[src/rtl/bp_pkg.sv]
package bp_pkg;
  parameter int SAMPLE_W   = 20;
  parameter int FRAC_W     = 16;
  parameter int INT_W      = 4;
  parameter int STEP_W     = INT_W + FRAC_W;
  parameter int MIN_INT    = 2;
  parameter int MAX_OUT    = (SAMPLE_W + MIN_INT - 1) / MIN_INT;
  parameter int POS_W      = $clog2(SAMPLE_W);
  parameter int PTR_W      = $clog2(2 * SAMPLE_W + (1 << INT_W));
  parameter logic [STEP_W-1:0] STEP_RESET = STEP_W'(5 << FRAC_W);

  // strobes from the pick control to the datapath
  typedef struct packed {
    logic                            live;
    logic [MAX_OUT-1:0]              pickEn;
    logic [MAX_OUT-1:0][POS_W-1:0]   pickPos;
  } pickCtl_t;
endpackage

[src/rtl/bp_pick_ctrl.sv]
module bp_pick_ctrl
  import bp_pkg::*;
(
  input  logic              clk,
  input  logic              rst,
  input  logic [STEP_W-1:0] stepIn,
  input  logic              loadStep,
  input  logic              nudge,
  input  logic              nudgeUp,
  output pickCtl_t          ctl
);
  logic [PTR_W-1:0]  ptrQ, ptrNext, startPtr;
  logic [FRAC_W-1:0] accQ, accNext;
  logic [STEP_W-1:0] stepQ, stepEff;
  logic [INT_W-1:0]  intRaw, intEff;
  logic [FRAC_W-1:0] fracPart;

  always_comb begin
    stepEff  = loadStep ? stepIn : stepQ;
    intRaw   = stepEff[FRAC_W +: INT_W];
    fracPart = stepEff[FRAC_W-1:0];
    intEff   = (intRaw < INT_W'(MIN_INT)) ? INT_W'(MIN_INT) : intRaw;
  end

  always_comb begin
    if (!nudge)       startPtr = ptrQ;
    else if (nudgeUp) startPtr = ptrQ + PTR_W'(1);
    else if (ptrQ == '0) startPtr = '0;
    else              startPtr = ptrQ - PTR_W'(1);
  end

  // unrolled chain of picks for one word
  always_comb begin
    logic [PTR_W-1:0]  pos;
    logic [FRAC_W-1:0] acc;
    logic [FRAC_W:0]   sum;
    pos = startPtr;
    acc = accQ;
    sum = '0;
    ctl.live    = !rst;
    ctl.pickEn  = '0;
    ctl.pickPos = '0;
    for (int i = 0; i < MAX_OUT; i++) begin
      if (pos < PTR_W'(SAMPLE_W)) begin
        ctl.pickEn[i]  = 1'b1;
        ctl.pickPos[i] = pos[POS_W-1:0];
        sum = {1'b0, acc} + {1'b0, fracPart};
        acc = sum[FRAC_W-1:0];
        pos = pos + PTR_W'(intEff) + PTR_W'(sum[FRAC_W]);
      end
    end
    accNext = acc;
    ptrNext = pos - PTR_W'(SAMPLE_W);
  end

  always_ff @(posedge clk) begin
    if (rst) begin
      ptrQ  <= '0;
      accQ  <= '0;
      stepQ <= STEP_RESET;
    end else begin
      ptrQ  <= ptrNext;
      accQ  <= accNext;
      stepQ <= stepEff;
    end
  end


  ptr_carry_chk: assert property (@(posedge clk) disable iff (rst)
    ptrQ < PTR_W'(SAMPLE_W));


  step_hold_chk: assert property (@(posedge clk) disable iff (rst)
    !loadStep |=> $stable(stepQ));


  acc_idle_chk: assert property (@(posedge clk) disable iff (rst)
    (!loadStep && stepQ[FRAC_W-1:0] == '0) |=> $stable(accQ));
endmodule

[src/rtl/bp_pick_data.sv]
module bp_pick_data
  import bp_pkg::*;
(
  input  logic                clk,
  input  logic                rst,
  input  logic [SAMPLE_W-1:0] sampleWord,
  input  pickCtl_t            ctl,
  output logic [MAX_OUT-1:0]  recBits,
  output logic [MAX_OUT-1:0]  recValid
);
  logic [MAX_OUT-1:0] bitsNext;

  generate
    for (genvar g = 0; g < MAX_OUT; g++) begin : gSel
      assign bitsNext[g] = ctl.pickEn[g] & sampleWord[ctl.pickPos[g]];
    end
  endgenerate

  always_ff @(posedge clk) begin
    if (rst || !ctl.live) begin
      recBits  <= '0;
      recValid <= '0;
    end else begin
      recBits  <= bitsNext;
      recValid <= ctl.pickEn;
    end
  end


  valid_contig_chk: assert property (@(posedge clk) disable iff (rst)
    ((recValid + MAX_OUT'(1)) & recValid) == '0);


  first_pick_chk: assert property (@(posedge clk) disable iff (rst)
    $past(!rst) |-> recValid[0]);


  bits_masked_chk: assert property (@(posedge clk) disable iff (rst)
    (recBits & ~recValid) == '0);
endmodule

[src/rtl/frac_bit_picker.sv]
module frac_bit_picker
  import bp_pkg::*;
(
  input  logic                clk,
  input  logic                rst,
  input  logic [SAMPLE_W-1:0] sampleWord,
  input  logic [STEP_W-1:0]   stepIn,
  input  logic                loadStep,
  input  logic                nudge,
  input  logic                nudgeUp,
  output logic [MAX_OUT-1:0]  recBits,
  output logic [MAX_OUT-1:0]  recValid
);
  pickCtl_t ctl;

  bp_pick_ctrl uCtrl (
    .clk(clk), .rst(rst), .stepIn(stepIn), .loadStep(loadStep),
    .nudge(nudge), .nudgeUp(nudgeUp), .ctl(ctl)
  );

  bp_pick_data uData (
    .clk(clk), .rst(rst), .sampleWord(sampleWord), .ctl(ctl),
    .recBits(recBits), .recValid(recValid)
  );
endmodule

[config.mk]
export PLATFORM = sky130hd
export DESIGN_NAME = frac_bit_picker
export DESIGN_NICKNAME = d
export VERILOG_FILES = /design/src/rtl/bp_pkg.sv /design/src/rtl/bp_pick_ctrl.sv /design/src/rtl/bp_pick_data.sv /design/src/rtl/frac_bit_picker.sv
export SDC_FILE = /design/constraint.sdc
export NUM_CORES = 1
export LEC_CHECK = 0
export BUFFER_PORTS_ARGS = -buffer_cell sky130_fd_sc_hd__buf_2
export CAP_MARGIN = 20
export CORE_ASPECT_RATIO = 1.5
export CORE_MARGIN = 4
export CORE_UTILIZATION = 65
export CTS_BUF_LIST = sky130_fd_sc_hd__clkbuf_4 sky130_fd_sc_hd__clkbuf_8
export DETAILED_ROUTE_END_ITERATION = 8
export HOLD_SLACK_MARGIN = 0.12
export MAX_ROUTING_LAYER = met4
export PLACE_DENSITY = 0.92
export SKIP_CTS_REPAIR_TIMING = 1
export SLEW_MARGIN = 20
export SYNTH_ARGS = -nofsm -noshare
export SYNTH_HDL_FRONTEND = slang
export SYNTH_SLANG_ARGS = --single-unit
[constraint.sdc]
create_clock -name clk -period 64.4 [get_ports clk]
set_input_delay 0 -clock clk [delete_from_list [all_inputs] [get_ports clk]]
set_output_delay 0 -clock clk [all_outputs]
set_load 0.02 [all_outputs]
# Word level (Yosys, flattened, before mapping)
# Cells that the tools add are included.
# totals
ff_bits	62
in_bits	45
out_inout_bits	20
wordCells	135
# op_classes
n_addsub	33
n_lt_le_gt_ge	21
mux	65
n_bitwise	10
n_reduce_logical	1
# ops
operator	n
16-bit by 16-bit adder with 17-bit output	10
16-bit 2-to-1 mux	10
6-bit 2-to-1 mux	13
6-bit by 1-bit adder with 6-bit output	10
6-bit by 4-bit adder with 6-bit output	10
5-bit by 6-bit less-than comparator with 1-bit output (second input constant)	10
6-bit by 5-bit less-than comparator with 1-bit output (second input constant)	10
1-bit binary-select mux with 5-bit select	10
5-bit 2-to-1 mux	10
1-bit 2-to-1 mux	20
20-bit 2-to-1 mux	1
1-bit AND	10
6-bit by 1-bit adder with 6-bit output (second input constant)	1
6-bit logical NOT	1
6-bit by 1-bit subtractor with 6-bit output (second input constant)	1
6-bit by 5-bit subtractor with 6-bit output (second input constant)	1
4-bit by 2-bit less-than comparator with 1-bit output (second input constant)	1
4-bit 2-to-1 mux	1

# Depth between registers and ports, before layout
# depth
ltp_word	36
mapped_depth	160
ltp_nobuf	153

# Hierarchy
# A second synthesis with hierarchy kept.
# unflattened
cells_unflattened	1928
hier_area_um2	16094.2
# by_module_without_submodules
mod	n_inst	cells_each	area_each_um2	seq_area_each_um2
bp_pick_ctrl	1	1773	13877.1	840.8
bp_pick_data	1	155	2217.1	400.4

# Worst setup path after synthesis
# Ideal clock, no wire load.
# synth_timing
path_type	input-to-reg
from	input port loadStep
to	register uData.recBits[9]
setup_ps	118
arrival_ps	26728
t_required_ps	64282
path_slack_ps	37555
stages	147
path_buffers	8
path_cell_list	clkbuf_1 > clkbuf_1 > mux2_2 > ha_1 > inv_1 > fa_1 > nor2b_1 > o21ai_0 > a21oi_1 > o21ai_0 > a21oi_1 > o21a_1 > o211ai_1 > a311oi_1 > o21a_1 > o21ai_0 > nand2b_1 > a21oi_1 > [... 111 more ...] > o21bai_1 > a21oi_1 > nor2b_1 > o21ai_0 > nand2b_1 > fa_1 > inv_1 > fa_1 > inv_1 > a21o_1 > a21oi_1 > xnor2_1 > a211o_1 > clkbuf_1 > nor2_1 > a2111oi_0 > and4b_1 > o2111a_1
# synth_via
elab_cells_between_ends	61
classes_between	add/sub (27); order compare (10); mux (23); bitwise (1)
# synth_rtl
item	line	source
start: declaration	frac_bit_picker.sv:8	input logic loadStep,
20-bit 2-to-1 mux *	bp_pick_ctrl.sv:19	stepEff = loadStep ? stepIn : stepQ;
via uCtrl.stepEff[0]	bp_pick_ctrl.sv:14	logic [STEP_W-1:0] stepQ, stepEff;
16-bit by 16-bit adder with 17-bit output	bp_pick_ctrl.sv:47	sum = {1'b0, acc} + {1'b0, fracPart};
6-bit by 1-bit adder with 6-bit output	bp_pick_ctrl.sv:49	pos = pos + PTR_W'(intEff) + PTR_W'(sum[FRAC_W]);
6-bit 2-to-1 mux	bp_pick_ctrl.sv:44	if (pos < PTR_W'(SAMPLE_W)) begin
6-bit by 4-bit adder with 6-bit output	bp_pick_ctrl.sv:49	
6-bit by 1-bit adder with 6-bit output	bp_pick_ctrl.sv:49	
6-bit 2-to-1 mux	bp_pick_ctrl.sv:44	
[... 18 more ...]	--	
6-bit by 4-bit adder with 6-bit output	bp_pick_ctrl.sv:49	
6-bit by 1-bit adder with 6-bit output	bp_pick_ctrl.sv:49	
6-bit 2-to-1 mux *	bp_pick_ctrl.sv:44	
6-bit by 5-bit less-than comparator with 1-bit output	bp_pick_ctrl.sv:44	
5-bit 2-to-1 mux	bp_pick_ctrl.sv:44	
1-bit binary-select mux with 5-bit select	bp_pick_data.sv:15	assign bitsNext[g] = ctl.pickEn[g] & sampleWord[ctl.pickPos[g]];
1-bit 2-to-1 mux (not written as such)	bp_pick_data.sv:15	
1-bit AND *	bp_pick_data.sv:15	
end signal: assignment	bp_pick_data.sv:24	recBits <= bitsNext;
end: declaration	bp_pick_data.sv:8	output logic [MAX_OUT-1:0] recBits,
# Mark *: on every way through the listed nets, which the timed path passes. The rest lies on a longest branch. The select of a mux whose other input is x is not followed.
# A chain may end at the register's enable or synchronous reset.

# Final worst setup path
# layout_timing
from	register uCtrl.stepQ[0]
to	register uData.recBits[9]
# layout_via
elab_chain_len	33
elab_cells_between_ends	58
classes_between	add/sub (26); order compare (9); mux (22); bitwise (1)
# layout_rtl
item	line	source
start: declaration	bp_pick_ctrl.sv:14	
start signal: assignment	bp_pick_ctrl.sv:64	stepQ <= stepEff;
20-bit 2-to-1 mux *	bp_pick_ctrl.sv:19	
via uCtrl.stepEff[0]	bp_pick_ctrl.sv:14	
16-bit by 16-bit adder with 17-bit output	bp_pick_ctrl.sv:47	
6-bit by 1-bit adder with 6-bit output	bp_pick_ctrl.sv:49	
6-bit 2-to-1 mux	bp_pick_ctrl.sv:44	
6-bit by 4-bit adder with 6-bit output	bp_pick_ctrl.sv:49	
6-bit by 1-bit adder with 6-bit output	bp_pick_ctrl.sv:49	
6-bit 2-to-1 mux	bp_pick_ctrl.sv:44	
[... 18 more ...]	--	
6-bit by 4-bit adder with 6-bit output	bp_pick_ctrl.sv:49	
6-bit by 1-bit adder with 6-bit output	bp_pick_ctrl.sv:49	
6-bit 2-to-1 mux *	bp_pick_ctrl.sv:44	
6-bit by 5-bit less-than comparator with 1-bit output	bp_pick_ctrl.sv:44	
5-bit 2-to-1 mux	bp_pick_ctrl.sv:44	
1-bit binary-select mux with 5-bit select	bp_pick_data.sv:15	
1-bit 2-to-1 mux (not written as such)	bp_pick_data.sv:15	
1-bit AND *	bp_pick_data.sv:15	
# Marks and branches as above.

==> results.md <==
* Status: finished clean
* Syn_nets at approximately 2200
* Termination of the worst setup path: uData.recBits[9]
* Share of cells above drive strength 1 at 0.135
* Critical path type: reg -> reg
* RR Startpoint: uCtrl.stepQ[0]
* Filler cells at around 1800
* Reg clk slew, reported paths at 0.09 ns
* Setup TNS at 0 ns
* Crit path from: uCtrl.stepQ[0]
* All-Layer GR Usage at 0.388
* Critical path required time at 64.75 ns
* Via Count at roughly 16000
* Pre-Repair DR Iteration Count at 9
* CP arrival at 31.17 ns
* Gpl congestion at 1.03
* CP Capture Type: register
* Total CTS buffers at 9
* Yosys reg bits at 62
* Area growth from synthesis to layout at 5.49%
* Post-synth top cells: a21oi_1, ha_1, inv_1, nor2_1, nand2_1
* Critical-path top delay cell: o21ai_0
* CTS max path bufs at 2
* Mean routed wirelength per cell at 21.6 um
* Total core area at 23000 sq um
* CP delay by family, top: compound AO/OA/AOI/OAI gates
* Crit path depth at 138
* Least-Margin Pin Slew at 0.932 ns
* DRT antenna net count at 0
* DR iter-0 viols at 1532
* Total grt overflow at 0
* # IOs at 65
* Clk Latency, worst-skew pair at 0.40 ns
* CP bufs+invs at 10
* Die Y at between 150 and 200 um
* DP HPWL at 38.0 mm
* Most frequent cell after synthesis: a21oi_1
* Ys Warns at 0
* Register area share after synthesis at 0.0820
* CTS HTree Levels at 3
* Synth async-reset ratio at 0
* Maximum operating frequency at 32.4 MHz
* Aggregate routed wire length at about 50 mm
* Vias in the first global route at 16100
* First-pass GRT wire length at 79.1 mm
* Mapped Cells at 1977
* Avg Inst Size Synth at 7.66 sq um
* Input/output buffers at 64
* Final Cycle Share at 0.479
* Most used cell, CP: a21oi_1
* Clk_skew at 0.0195 ns
* Max-Cap Viols at 0
* Final setup viols at 0
* Post-synth EDFFs at 0
* Nets at 2281
* R2r setup slk at 33.58 ns
* RSZ-0062 raised after global routing: no
* Initial antenna violation count at 0
* CTS tree: yes
* Yosys top cell by area: ha_1
* Synth top area share at 0.160
* Final hold violation count at 0
* Largest net degree at the start of global routing at 58
* Netlist Area Pre-Place at 15100 sq um
* Crit Path Max Fanout at 29
* Initial Utilization at 0.659
* Die outline area at ~26000 sq um
* Synth area leaders: ha_1, mux2_2, dfxtp_1
* Clock root cell: clkbuf_8
* DRC Markers at 0
* Clk sink count at 62
* Worst-case reg-to-reg path depth at about 140
* Period minus WS final at between 30 and 40 ns
* Slowest cell delay on critical path at 0.65 ns
* Hold Crit Class: in -> reg
* Slew Viols, Final at 0
* FF-to-FF End: uData.recBits[9]
* Most used DFF post-synth: dfxtp_1
* Worst slew margin at 0.373
* Drt via density at slightly below 7
* Num rows at between 60 and 70
* Type of origin of the critical path: register
* Synth unique cells at 94
* Chip width at 133 um
==> cells by family after synthesis <==
group,count (synthesis),share of synthesized area
AO/OA/AOI/OAI,635,0.281
XOR/XNOR,153,0.0885
flip-flops,62,0.0820
adder cells (fa/ha/maj),224,0.200
buffers and inverters,224,0.0566
multiplexers,191,0.138
AND/OR/NAND/NOR,488,0.153
==> routing by layer <==
| layer | share of wire | GRT usage |
|---|---|---|
| met1 | 0.34 | 0.371 |
| met2 | 0.48 | 0.669 |
| met3 | 0.068 | 0.0634 |
| met4 | 0.11 | 0.340 |
| met5 | 0 | - |
==> registers in the layout, indices dropped and copies added, names as in the netlist <==
name and count:
uCtrl.accQ 16, uCtrl.ptrQ 6, uCtrl.stepQ 20, uData.recBits 10
uData.recValid 10
==> worst min-delay path, delay by kind of cell <==
kind                   cells  cell delay [ns]
buffers and inverters      1             0.20
AO/OA/AOI/OAI              1             0.07
AND/OR/NAND/NOR            3             0.24
==> per-stage QoR <==
step	cell area, sq um	setup WS (ns)	hold WS (ns)	utilization	cells
after detailed placement	15700	34.11	0.239	0.684	2275
after global placement	15700	34.93	0.228	0.684	2275
after floorplan	15100	37.55	0.0797	-	1977
final	16000	33.58	0.170	0.695	2298
after CTS	15900	34.26	-0.165	0.693	2291
after global routing	16000	31.47	0.197	0.695	2297
==> how the worst min path moves through the flow <==
stage	cells after the start	from	end	slack, ns
after global placement	2	stepIn[16]	uCtrl.stepQ[16]	0.23
final	5	sampleWord[18]	uData.recBits[8]	0.17
after floorplan	1	rst	uData.recValid[7]	0.08
after detailed placement	2	stepIn[16]	uCtrl.stepQ[16]	0.24
after global routing	5	sampleWord[18]	uData.recBits[8]	0.20
after CTS	2	stepIn[16]	uCtrl.stepQ[16]	-0.17
==> layout by cell type, fill, tap and decap left out, types with 6 or more instances in the layout <==
cell type,instances
a21oi_1,197
ha_1,194
inv_1,151
nor2_1,149
nand2_1,141
xnor2_1,129
mux2_2,128
o21ai_0,81
o21bai_1,78
buf_2,64
dfxtp_1,62
mux2i_1,59
a21o_1,47
nor2b_1,47
a211oi_1,33
fa_1,30
nor3_1,29
nand3_1,28
o211ai_1,26
nand2b_1,25
xor2_1,24
a31oi_1,19
buf_4,19
a211o_1,13
o221ai_1,13
o21a_1,12
and2_1,12
or2_2,9
o22ai_1,9
o21ai_1,9
clkbuf_8,9
and3_1,8
nand4_1,8
a221oi_1,7
a311oi_1,7
a22oi_1,6
dlygate4sd3_1,6
==> area by class of cell <==
cell class | instances | area [sq um] | share of cell area
clock buffer | 9 | 124 | 0.00775
multi-input combinational | 1691 | 13100 | 0.818
sequential | 62 | 1240 | 0.0777
clock inverter | 7 | 72.6 | 0.00454
antenna | 1 | 2.50 | 0.000157
inverter | 159 | 597 | 0.0374
timing repair buffer | 89 | 523 | 0.0327
tap | 280 | 350 | 0.0219
Power is left out: the tool's default activity adds up to more than one toggle a clock period on the data nets, which glitch-free logic cannot reach.
